### src/rtl/ripple_fifo_pkg.sv
package ripple_fifo_pkg;
  parameter int unsigned RF_DEPTH = 16;
  parameter int unsigned RF_WIDTH = 4;

  // index of each strobe in the history register
  typedef enum int unsigned {
    STB_SHIFT_IN  = 0,
    STB_SHIFT_OUT = 1,
    STB_OUT_DIS   = 2
  } strobe_e;

  localparam int unsigned RF_NUM_STROBES = 3;
endpackage

### src/rtl/rf_strobe_hist.sv
module rf_strobe_hist #(
  parameter int unsigned N = 3
) (
  input  logic         clk_i,
  input  logic         rst_ni,
  input  logic [N-1:0] strobe_i,
  output logic [N-1:0] prev_o
);
  always_ff @(posedge clk_i or negedge rst_ni) begin
    if (!rst_ni) prev_o <= '0;
    else         prev_o <= strobe_i;
  end
endmodule

### src/rtl/rf_stage.sv
module rf_stage #(
  parameter int unsigned WIDTH = 4
) (
  input  logic             clk_i,
  input  logic             rst_ni,
  input  logic             clr_i,
  input  logic             take_i,
  input  logic             give_i,
  input  logic [WIDTH-1:0] d_i,
  output logic             mark_o,
  output logic [WIDTH-1:0] q_o
);
  always_ff @(posedge clk_i or negedge rst_ni) begin
    if (!rst_ni)     mark_o <= 1'b0;
    else if (clr_i)  mark_o <= 1'b0;
    else if (take_i) mark_o <= 1'b1;
    else if (give_i) mark_o <= 1'b0;
  end

  // master reset invalidates but never rewrites the word
  always_ff @(posedge clk_i or negedge rst_ni) begin
    if (!rst_ni)                q_o <= '0;
    else if (take_i && !clr_i)  q_o <= d_i;
  end
endmodule

### src/rtl/ripple_fifo.sv
module ripple_fifo
  import ripple_fifo_pkg::*;
#(
  parameter int unsigned DEPTH = RF_DEPTH,
  parameter int unsigned WIDTH = RF_WIDTH
) (
  input  logic             clk_i,
  input  logic             rst_ni,
  input  logic             mreset_i,
  input  logic             shift_in_i,
  input  logic [WIDTH-1:0] data_i,
  input  logic             shift_out_i,
  input  logic             out_dis_i,
  output logic             in_ready_o,
  output logic             out_ready_o,
  output logic [WIDTH-1:0] data_o,
  output logic             data_oe_o
);
  localparam int unsigned LAST = DEPTH - 1;
  localparam int unsigned NSTB = RF_NUM_STROBES;

  logic [NSTB-1:0] stb_now, stb_prev;
  logic            in_rise, out_fall, dis_fall;
  logic            load, unload;

  logic [DEPTH-1:0]            mark;
  logic [DEPTH-1:0]            take;
  logic [DEPTH-1:0]            give;
  logic [DEPTH-1:0][WIDTH-1:0] word;

  always_comb begin
    stb_now                = '0;
    stb_now[STB_SHIFT_IN]  = shift_in_i;
    stb_now[STB_SHIFT_OUT] = shift_out_i;
    stb_now[STB_OUT_DIS]   = out_dis_i;
  end

  rf_strobe_hist #(.N(NSTB)) u_hist (
    .clk_i    (clk_i),
    .rst_ni   (rst_ni),
    .strobe_i (stb_now),
    .prev_o   (stb_prev)
  );

  assign in_rise  = shift_in_i  & ~stb_prev[STB_SHIFT_IN];
  assign out_fall = ~shift_out_i & stb_prev[STB_SHIFT_OUT];
  assign dis_fall = ~out_dis_i  & stb_prev[STB_OUT_DIS];

  assign load   = ~mreset_i & in_rise & ~mark[0];
  // re-enabling the output with shift-out already low counts as an unload
  assign unload = ~mreset_i & mark[LAST] &
                  ((out_fall & ~out_dis_i) | (dis_fall & ~shift_out_i));

  for (genvar i = 0; i < DEPTH; i++) begin : g_stage
    if (i == 0) begin : g_head
      assign take[i] = load;
    end else begin : g_body
      assign take[i] = mark[i-1] & ~mark[i];
    end

    if (i == LAST) begin : g_tail
      assign give[i] = unload;
    end else begin : g_pass
      assign give[i] = mark[i] & ~mark[i+1];
    end

    rf_stage #(.WIDTH(WIDTH)) u_stage (
      .clk_i  (clk_i),
      .rst_ni (rst_ni),
      .clr_i  (mreset_i),
      .take_i (take[i]),
      .give_i (give[i]),
      .d_i    ((i == 0) ? data_i : word[(i == 0) ? 0 : i-1]),
      .mark_o (mark[i]),
      .q_o    (word[i])
    );
  end

  assign in_ready_o  = ~mark[0];
  assign out_ready_o = mark[LAST];
  assign data_o      = word[LAST];
  assign data_oe_o   = ~out_dis_i;
endmodule

### config.mk
export PLATFORM = sky130hd
export DESIGN_NAME = ripple_fifo
export DESIGN_NICKNAME = d
export VERILOG_FILES = /design/src/rtl/ripple_fifo_pkg.sv /design/src/rtl/rf_strobe_hist.sv /design/src/rtl/rf_stage.sv /design/src/rtl/ripple_fifo.sv
export SDC_FILE = /design/constraint.sdc
export NUM_CORES = 1
export LEC_CHECK = 0
export ABC_AREA = 1
export ABC_CLOCK_PERIOD_IN_PS = 2650
export BUFFER_PORTS_ARGS = -buffer_cell sky130_fd_sc_hd__buf_2
export CAP_MARGIN = 10
export CORE_UTILIZATION = 60
export CTS_BUF_LIST = sky130_fd_sc_hd__clkbuf_4
export CTS_CLUSTER_SIZE = 12
export DETAILED_ROUTE_END_ITERATION = 7
export PLACE_DENSITY = 0.75
export SETUP_SLACK_MARGIN = 0.5
export SLEW_MARGIN = 0
export SYNTH_ARGS = -nofsm -noshare
export SYNTH_HDL_FRONTEND = slang
export SYNTH_SLANG_ARGS = --single-unit
### constraint.sdc
create_clock -name clk_i -period 2.65 [get_ports clk_i]
set_input_delay 0.1325 -clock clk_i [delete_from_list [all_inputs] [get_ports clk_i]]
set_output_delay 0.1325 -clock clk_i [all_outputs]
set_load 0.1 [all_outputs]
# [Yosys cells after proc, flatten, opt, wreduce, memory -nomap -nowiden]
# Cells that the tools add are included.
[totals] word_cells=159 output_inout_bits=7 reg_bits=83
[classes] n_bitwise=45 n_mux=48 reduce_logical=33
[ops] operator="1-bit 2-to-1 mux" n=48
[ops] operator="3-bit nonzero test" n=16
[ops] operator="1-bit bitwise AND" n=24
[ops] operator="1-bit inverter" n=20
[ops] operator="1-bit logical AND" n=16
[ops] operator="1-bit logical NOT" n=1
[ops] operator="1-bit OR" n=1

# [Logic depth before layout (Yosys ltp)]
# Gate-level depths: netlist of the first run.
[logic_depth] ltp_word=8 depth_mapped=5

# [By module]
# Synthesis of the first run repeated with hierarchy kept, for this count alone.
[hier_totals] cells_unflattened=396 area_unflattened_um2=3378.2
[by_module_without_submodules] mod="rf_stage" instances=16 area_per_inst_um2=196.4 cells_per_inst=22
[by_module_without_submodules] mod="ripple_fifo" instances=1 area_per_inst_um2=160.2 cells_per_inst=41
[by_module_without_submodules] mod="rf_strobe_hist" instances=1 area_per_inst_um2=75.1 cells_per_inst=3

# [Worst setup path before layout of the first run]
# Ideal clock, no wire load.
[synth_timing] path_type="reg-to-reg" start="reg g_stage[15].u_stage.mark_o" end="reg g_stage[15].u_stage.q_o[0]" t_required_ns=2.583 path_buffers=0 period_less_slack_ns=1.544 stages_incl_launch_ff=5 slack_ns=1.106 setup_time_ns=0.067 arrival_ns=1.478 cell_sequence="dfrtp_1 -> inv_1 -> nand3_1 -> nand2_1 -> nand2_1"
[synth_between] elab_chain_len=3
[synth_rtl] element="from (decl)" line="rf_stage.sv:10" text="output logic mark_o,"
[synth_rtl] element="from (signal assigned)" line="rf_stage.sv:14" text="if (!rst_ni) mark_o <= 1'b0;"
[synth_rtl] element="from (signal assigned)" line="rf_stage.sv:15" text="else if (clr_i) mark_o <= 1'b0;"
[synth_rtl] element="from (signal assigned)" line="rf_stage.sv:16" text="else if (take_i) mark_o <= 1'b1;"
[synth_rtl] element="1-bit inverter" line="ripple_fifo.sv:58" text="assign take[i] = mark[i-1] & ~mark[i];"
[synth_rtl] element="1-bit bitwise AND" line="ripple_fifo.sv:58"
[synth_rtl] element="1-bit logical AND" line="rf_stage.sv:23" text="else if (take_i && !clr_i) q_o <= d_i;"
[synth_rtl] element="to (signal assigned)" line="rf_stage.sv:23"
[synth_rtl] element="to (decl)" line="rf_stage.sv:11" text="output logic [WIDTH-1:0] q_o"
# Every way passes these cells.
# A chain may end at the register's enable or synchronous reset.

# [Final worst setup path of the first run]
[layout_timing] start="reg g_stage[0].u_stage.mark_o" end="out in_ready_o"
[layout_between] elab_chain_len=1
[layout_rtl] element="from (decl)" line="rf_stage.sv:10"
[layout_rtl] element="from (signal assigned)" line="rf_stage.sv:14"
[layout_rtl] element="from (signal assigned)" line="rf_stage.sv:15"
[layout_rtl] element="from (signal assigned)" line="rf_stage.sv:16"
[layout_rtl] element="1-bit inverter" line="ripple_fifo.sv:79" text="assign in_ready_o = ~mark[0];"
[layout_rtl] element="to (decl)" line="ripple_fifo.sv:14" text="output logic in_ready_o,"
# Every way passes these cells.

==> reports/results.txt, run 1 <==
Dividing the detail-routed wire length by the instance count gives 12.4 um. STA puts the critical path data arrival time at 1.43 ns. Timing would allow up to 0.641 GHz. For the post-layout net count, the log shows 401.

The tools report the number of antenna violations at the first check in global routing as 0. Across the run, the number of max-cap violations was 0. The first routing iteration left 178 violations. The kind of capture point of the worst setup path was an output pin. The layout overhead on the synthesized area was 10.8%.

After clock tree synthesis, the clock-pin slew on the worst setup and hold paths is 0.13 ns. The run finished with clean final reports. The worst-case reg-to-reg path depth came out at 4. In this run the worst setup path begins at g_stage[0].u_stage.mark_o$_DFFE_PN0P_. The tools report the number of sinks driven by the clock tree as 83. The number of max-slew violations in the final report came out at 0.

CTS placed an instance of clkbuf_4 at the clock tree root. The average cell area after synthesis is 9.19 um2. The run gives 1.51 ns as the minimum setup slack among reg-to-reg paths. The die covers 5920 um2. The clock period minus final worst setup slack is 1.56 ns, and the remaining design rule violation count is 0.

At the later pin of the worst-skew pair, clock insertion delay measures 0.42 ns. Data on the critical path is required at its endpoint by 2.52 ns. The layout filler cell count is 421. The type of the tightest min-delay check is in2reg. The post-route clock period utilization works out to 58.9%.

Largest fanout on the critical path: 8. The setup skew after layout is 0.0173 ns, and the first-pass iteration count of the detailed router is 4. In this run the standard cell core region covers 5270 um2. Category of the critical setup timing path: reg2out. Global routing consumed, over all layers together, 22.7% of the routing resources. The share of cells above drive strength 1 is 10.4%, and the final total negative setup slack is 0 ns. 17 I/O pins were placed. The design draws 0.00237 W.

Once detail routing completed, the nets flagged for antenna violations numbered 0. The startpoint identified for the worst register-to-register timing path is g_stage[0].u_stage.mark_o$_DFFE_PN0P_. Summed over all cells, the static leakage comes to 2.04 nW. For the number of placement rows, the log shows 26. Last element of the critical path: in_ready_o. The run gives 34.6% as the headroom to the max-slew limit. Counting every instance in the synthesized netlist gives 367.

The distinct cell type count of the synthesized netlist was 17. For the pin with the worst max-slew slack, the measured transition is 0.981 ns. The run gives 3370 um2 as the summed instance area of the synthesized netlist. The total congestion overflow was 0. The number of antenna diodes in the final layout is 0. The power per cell area works out to 636 nW/um2. TritonCTS built the clock tree. The count of buffers added on input and output ports is 16.

The synthesized net count came out at 377. Counting the buffers created by CTS gives 9. The count of synthesis-stage warnings from yosys was 0; the share of the core filled with cells was 70.9%.

The final layout contains routed wiring with a total length of 5.79 mm. The top cell types in the final layout, fill and taps aside, are nand2_1 (145), dfrtp_1 (83), nand3_1 (54). Final-report hold violation count: 0. The die extent in y is 77.0 um. The leading cell type in the layout, fill and taps excluded was nand2_1. The initial core utilization is 64.0%, and the count of endpoints failing setup in the final report is 0.

The first global-routing pass estimated 10.6 mm of wire. The worst register-to-register path ends at g_stage[0].u_stage.q_o[2]$_DFFE_PN0P_. VDD sags by at most 440 uV. Summed over all nets, the half-perimeter wirelength after detailed placement is 3.84 mm. Entering global routing, the biggest net connects 84 pins. Setup repair after global routing left no endpoint under its margin. After detailed routing, the number of vias per cell comes to 5.35. The post-synthesis sequential area ratio was 61.6%; the placer congestion estimate was 0.791. The number of global-route vias before repair was 2444; the number of vias after detailed routing was 2495. The H-tree depth was 3; the maximum number of buffers from clock root to sink was 2. Kind of start point of the critical path: a flop. The die is 77.0 um wide. Buffers added to address setup during post-CTS repair amount to 0. The synthesized design contains 83 register bits.
-- registers in the layout, summed over array words and instances, names as in the netlist --
| register | cells |
|---|---|
| g_stage.u_stage.q_o | 64 |
| g_stage.u_stage.mark_o | 16 |
| u_hist.prev_o | 3 |
-- worst max-delay path, cell delays in order (launching register included) --
cell and delay, ns:
dfrtp_1 0.51, inv_1 0.08, buf_2 0.42
-- worst min-delay path by stage --
stage                start                                    end  slack, ns  depth (start not counted)
2_1_floorplan       rst_ni  g_stage[0].u_stage.mark_o$_DFFE_PN0P_      -0.16                          0
3_3_place_gp    shift_in_i             u_hist.prev_o[0]$_DFF_PN0_       0.25                          1
3_5_place_dp    shift_in_i             u_hist.prev_o[0]$_DFF_PN0_       0.26                          1
6_report        shift_in_i             u_hist.prev_o[0]$_DFF_PN0_       0.38                          2
4_1_cts        shift_out_i             u_hist.prev_o[1]$_DFF_PN0_       0.35                          2
5_1_grt         shift_in_i             u_hist.prev_o[0]$_DFF_PN0_       0.38                          2
-- metal layers --
layer / track usage [%] / vias to the layer above / share of wire, %
met5: 0 / - / 0
met2: 36.1 / 43 / 47
met3: 4.17 / 11 / 3.0
met4: 10.2 / 0 / 1.9
li1: - / 1257 / -
met1: 30.4 / 1184 / 48
-- area by class of cell --
type | count | area [um2] | share of cell area, %
clock buffer | 11 | 82.6 | 2.21
clock inverter | 5 | 101 | 2.71
inverter | 18 | 67.6 | 1.81
multi-input combinational | 252 | 1120 | 29.9
sequential | 83 | 2080 | 55.6
tap | 70 | 87.6 | 2.35
timing repair buffer | 27 | 200 | 5.36
-- power by group --
part / switching, W / internal (W)
Clock: 0.000404 / 0.000497
Combinational: 0.0000881 / 0.0000425
Sequential: 0.0000280 / 0.00132
-- cells by family (layout without fill, tap and decap cells) --
logic type             count (synthesis)  after routing  synth area share, %
AND/OR/NAND/NOR                      244            244                 32.0
AO/OA/AOI/OAI                          8              8                 1.19
buffers and inverters                 32             61                 5.23
flip-flops                            83             83                 61.6
-- cell usage after synthesis (all sizes together) --
master  instances  area share, %
nand4          24            4.5
o21ai           8            1.2
nand3b          2           0.56
nor2           16            2.1
inv            18            2.0
nand3          56            8.6
dfrtp          83             62
nor3            1           0.15
nand2         145             16
buf            13            3.1
clkbuf          1           0.11
-- metrics by stage --
step	cells	hold slack [ns]	setup slack, ns	area, um2
detailed placement	441	0.255	1.30	3460
global route	466	0.380	1.02	3730
global placement	441	0.255	1.34	3460
CTS	466	0.349	1.06	3730
floorplan	367	-0.163	1.11	3370
finish	466	0.384	1.09	3730
-- timing repair --
item / CTS / global route
resized for setup: 0 / 0
endpoints found under the hold margin: 92 / 0
hold buffers: 9 / 0
(Power assumes the default switching activity.)
==> inputs of run 2 (changes only) <==
--- a/config.mk
+++ b/config.mk
@@ -6,7 +6,7 @@
 export NUM_CORES = 1
 export LEC_CHECK = 0
 export ABC_AREA = 1
-export ABC_CLOCK_PERIOD_IN_PS = 2650
+export ABC_CLOCK_PERIOD_IN_PS = 1560
 export BUFFER_PORTS_ARGS = -buffer_cell sky130_fd_sc_hd__buf_2
 export CAP_MARGIN = 10
 export CORE_UTILIZATION = 60
==> constraint.sdc (replaced) <==
create_clock -name clk_i -period 1.56 [get_ports clk_i]
set_input_delay 0.078 -clock clk_i [delete_from_list [all_inputs] [get_ports clk_i]]
set_output_delay 0.078 -clock clk_i [all_outputs]
set_load 0.1 [all_outputs]
==> run 2 against run 1 <==
Total power rose by 60%. Largest cell class unchanged. First-iteration DRC count increased by 6.2%. Register-to-register slack got worse by 1.1 ns. Clock skew is 0.0035 ns lower. Design area is 8.5% higher.
==> reports/results.txt, run 2 (synthesis results as in run 1) <==
The layout filler cell count is 327 (-22%), and the switching power summed over all nets is 0.000905 W (+74%). For the worst-case vdd ir drop, the log shows 735 uV (+67%). The count of endpoints failing setup in the final report was 0 (unchanged). The kind of start point of the critical path is a flop. Setup repair after global routing could not meet its margin everywhere. STA classifies the critical path endpoint as an output pin. For the maximum number of buffers from clock root to sink, the log shows 2 (unchanged). The initial core utilization is 64.0% (unchanged). Derived from the worst setup path, the maximum achievable clock frequency is 0.843 GHz. For the leakage power figure, the log shows 2.12 nW (+3.7%). Master cell of the clock root buffer: clkbuf_4. The placed wire-length estimate after detailed placement was 3.94 mm (+2.6%). The run gives 0.00379 W (+60%) as the total chip power.

The run gives 32.6% (-5.3 points) as the share of power burned in the clock network. The via density per instance was 5.49 (+2.5%). The portion of total power attributed to combinational logic was 7.1% (+1.6 points); the total routing usage reported by global routing was 24.0% (+1.4 points). Max capacitance violation total: 0 (unchanged). The sequential fraction of design power came out at 60.3% (+3.7 points). The tools report the multi-input combinational cell area as 1220 um2 (+8.9%). The H-tree depth is 3 (unchanged), and the post-layout net count is 414 (+3.2%). The number of vias after detailed routing was 2628 (+5.3%); the die extent in y was 77.0 um (unchanged).

The tools report the share of the core filled with cells as 76.9% (+6.0 points). The total of buffers placed on input and output ports was 16 (unchanged). The worst path needs 1.19 ns of the cycle, external delays included. The number of sinks driven by the clock tree came out at 83 (unchanged).

For the area of the die, the log shows 5920 um2 (unchanged). The flow ran to the end, and the final reports show no timing, DRC or antenna violations. The tools report the number of placement rows as 26 (unchanged). The largest registers in the layout are g_stage.u_stage.q_o: 64 flops, g_stage.u_stage.mark_o: 16 flops, u_hist.prev_o: 3 flops. The post-route worst hold slack is 0.0248 ns (-0.359 ns), and the number of max-slew violations in the final report is 0 (unchanged). The transition at the pin with the smallest max-transition slack is 0.568 ns (-0.413 ns).

The largest fanout on the critical path came out at 2 (-6). The cell-internal power is 0.00289 W (+56%), and the remaining design rule violation count is 0 (unchanged). Number of global-route vias before repair: 2491 (+1.9%).

The later-pin clock latency in the skew report was 0.41 ns (about the same). The headroom to the max-slew limit is 62.2% (+28 points), and the number of flip-flops in the largest register is 64 (unchanged). The setup skew after layout was 0.0138 ns (-0.00351 ns).

TritonCTS built the clock tree. The data required time at the worst endpoint came out at 1.48 ns (-1.04 ns). The width of the die is 77.0 um (unchanged).

Power per cell area: 936 nW/um2 (+47%). Category of the critical setup timing path: reg2out. The final total negative setup slack is 0 ns (unchanged), and the routed length per placed instance is 14.4 um (+16%). For the number of nets with antenna violations after detailed routing, the log shows 0 (unchanged). Leading cell type in the layout, fill and taps excluded: nand2_1. The largest net degree at the start of global routing is 46 (-45%), and the post-route clock period utilization is 76.1%. The tools report the number of antenna violations at the first check in global routing as 0 (unchanged).

The register containing the most flip-flops in the final layout was g_stage.u_stage.q_o. In the layout the commonest cells are nand2_1 (138), dfrtp_1 (72), nand3_1 (47). The area used by sequential logic in the layout was 2090 um2 (+0.78%); the wire length of the first global-routing pass was 11.0 mm (+4.4%). The share of cells above drive strength 1 works out to 22.7% (+12 points). The final-report hold violation count is 0 (unchanged), and the switching share of power is 23.9% (+2.0 points).

The placer congestion estimate is 0.777 (-1.7%), and the area of the core region is 5270 um2 (unchanged). Relative to the synthesized area, the layout overhead comes to 20.1%. The arrival time reported for the critical path endpoint is 1.11 ns (-0.32 ns), and the clock transition at the register clock pins on the worst setup and hold paths after CTS is 0.12 ns (about the same).

The total congestion overflow is 0 (unchanged). The clock buffer count from CTS is 9 (unchanged), and the first-pass iteration count of the detailed router is 4 (unchanged). The initial DRC count was 189 (+6.2%).

The worst hold path belongs to the class in2reg. The logs give 6.89 mm (+19%) for the wire length reported by the detailed router and 17 (unchanged) for the I/O pin count. Final antenna diode count: 0 (unchanged).
-- run 2: changes by cell type in the layout (fill, tap and decap cells not counted), sizes merged --
cell	before	now
buf	18	31
bufinv	3	1
clkbuf	11	13
clkinv	1	2
inv	18	17
-- run 2: critical path: stages, from the launching register on --
cell        delay [ns]
dfrtp_2           0.44
clkinvlp_4        0.09
buf_12            0.17
-- run 2: cell type report --
cell class	count	share of cell area, %
Timing Repair Buffer	40	10.8
Sequential cell	83	51.7
Tap cell	70	2.16
Multi-Input combinational cell	252	30.1
Clock buffer	13	2.41
Clock inverter	3	0.957
Inverter	18	1.95
-- run 2: worst paths after layout --
kind | slack (ns) | depth (start not counted) | startpoint | end
min | 0.02 | 4 | mreset_i | g_stage[14].u_stage.mark_o$_DFFE_PN0P_
min reg2reg | 0.49 | 2 | g_stage[1].u_stage.q_o[3]$_DFFE_PN0P_ | g_stage[1].u_stage.q_o[3]$_DFFE_PN0P_
max | 0.37 | 2 | g_stage[0].u_stage.mark_o$_DFFE_PN0P_ | in_ready_o
max in group asynchronous | 0.81 | 3 | rst_ni | g_stage[9].u_stage.mark_o$_DFFE_PN0P_
min in group asynchronous | 0.21 | 2 | rst_ni | g_stage[15].u_stage.q_o[3]$_DFFE_PN0P_
max reg2reg | 0.43 | 5 | g_stage[0].u_stage.mark_o$_DFFE_PN0P_ | g_stage[0].u_stage.q_o[2]$_DFFE_PN0P_
-- run 2: metal layers --
metal	track usage [%]	vias up	wire length, um
met1	30.5	1254	3110
met4	11.9	0	286
met3	5.48	28	182
met2	38.8	65	3320
met5	0	-	0
li1	-	1281	-
-- run 2: stage by stage --
step                      setup slack [ns]  instance area, um2  std cells
after floorplan                      0.414                3400        367
after global placement               0.497                3540        445
after detailed placement             0.446                3540        445
after CTS                            0.368                3860        472
after global routing                 0.343                4050        479
final                                0.373                4050        479
-- run 2: power by group through the flow --
stage | Sequential (W) | Combinational, W | Clock [W]
final | 0.00229 | 0.000270 | 0.00124
after global routing | 0.00229 | 0.000303 | 0.00135
after CTS | 0.00228 | 0.000256 | 0.00125
after detailed placement | 0.00232 | 0.000229 | 0
after global placement | 0.00232 | 0.000221 | 0
after floorplan | 0.00231 | 0.000146 | 0
-- run 2: timing repair --
action                                  CTS  global route
hold buffers                              9             0
endpoints found under the hold margin    50             0
gates resized for setup                  23            40
pin swaps                                 0             4
endpoints found under the setup margin   13            71
setup buffers                             2             7
cloned                                    0             0
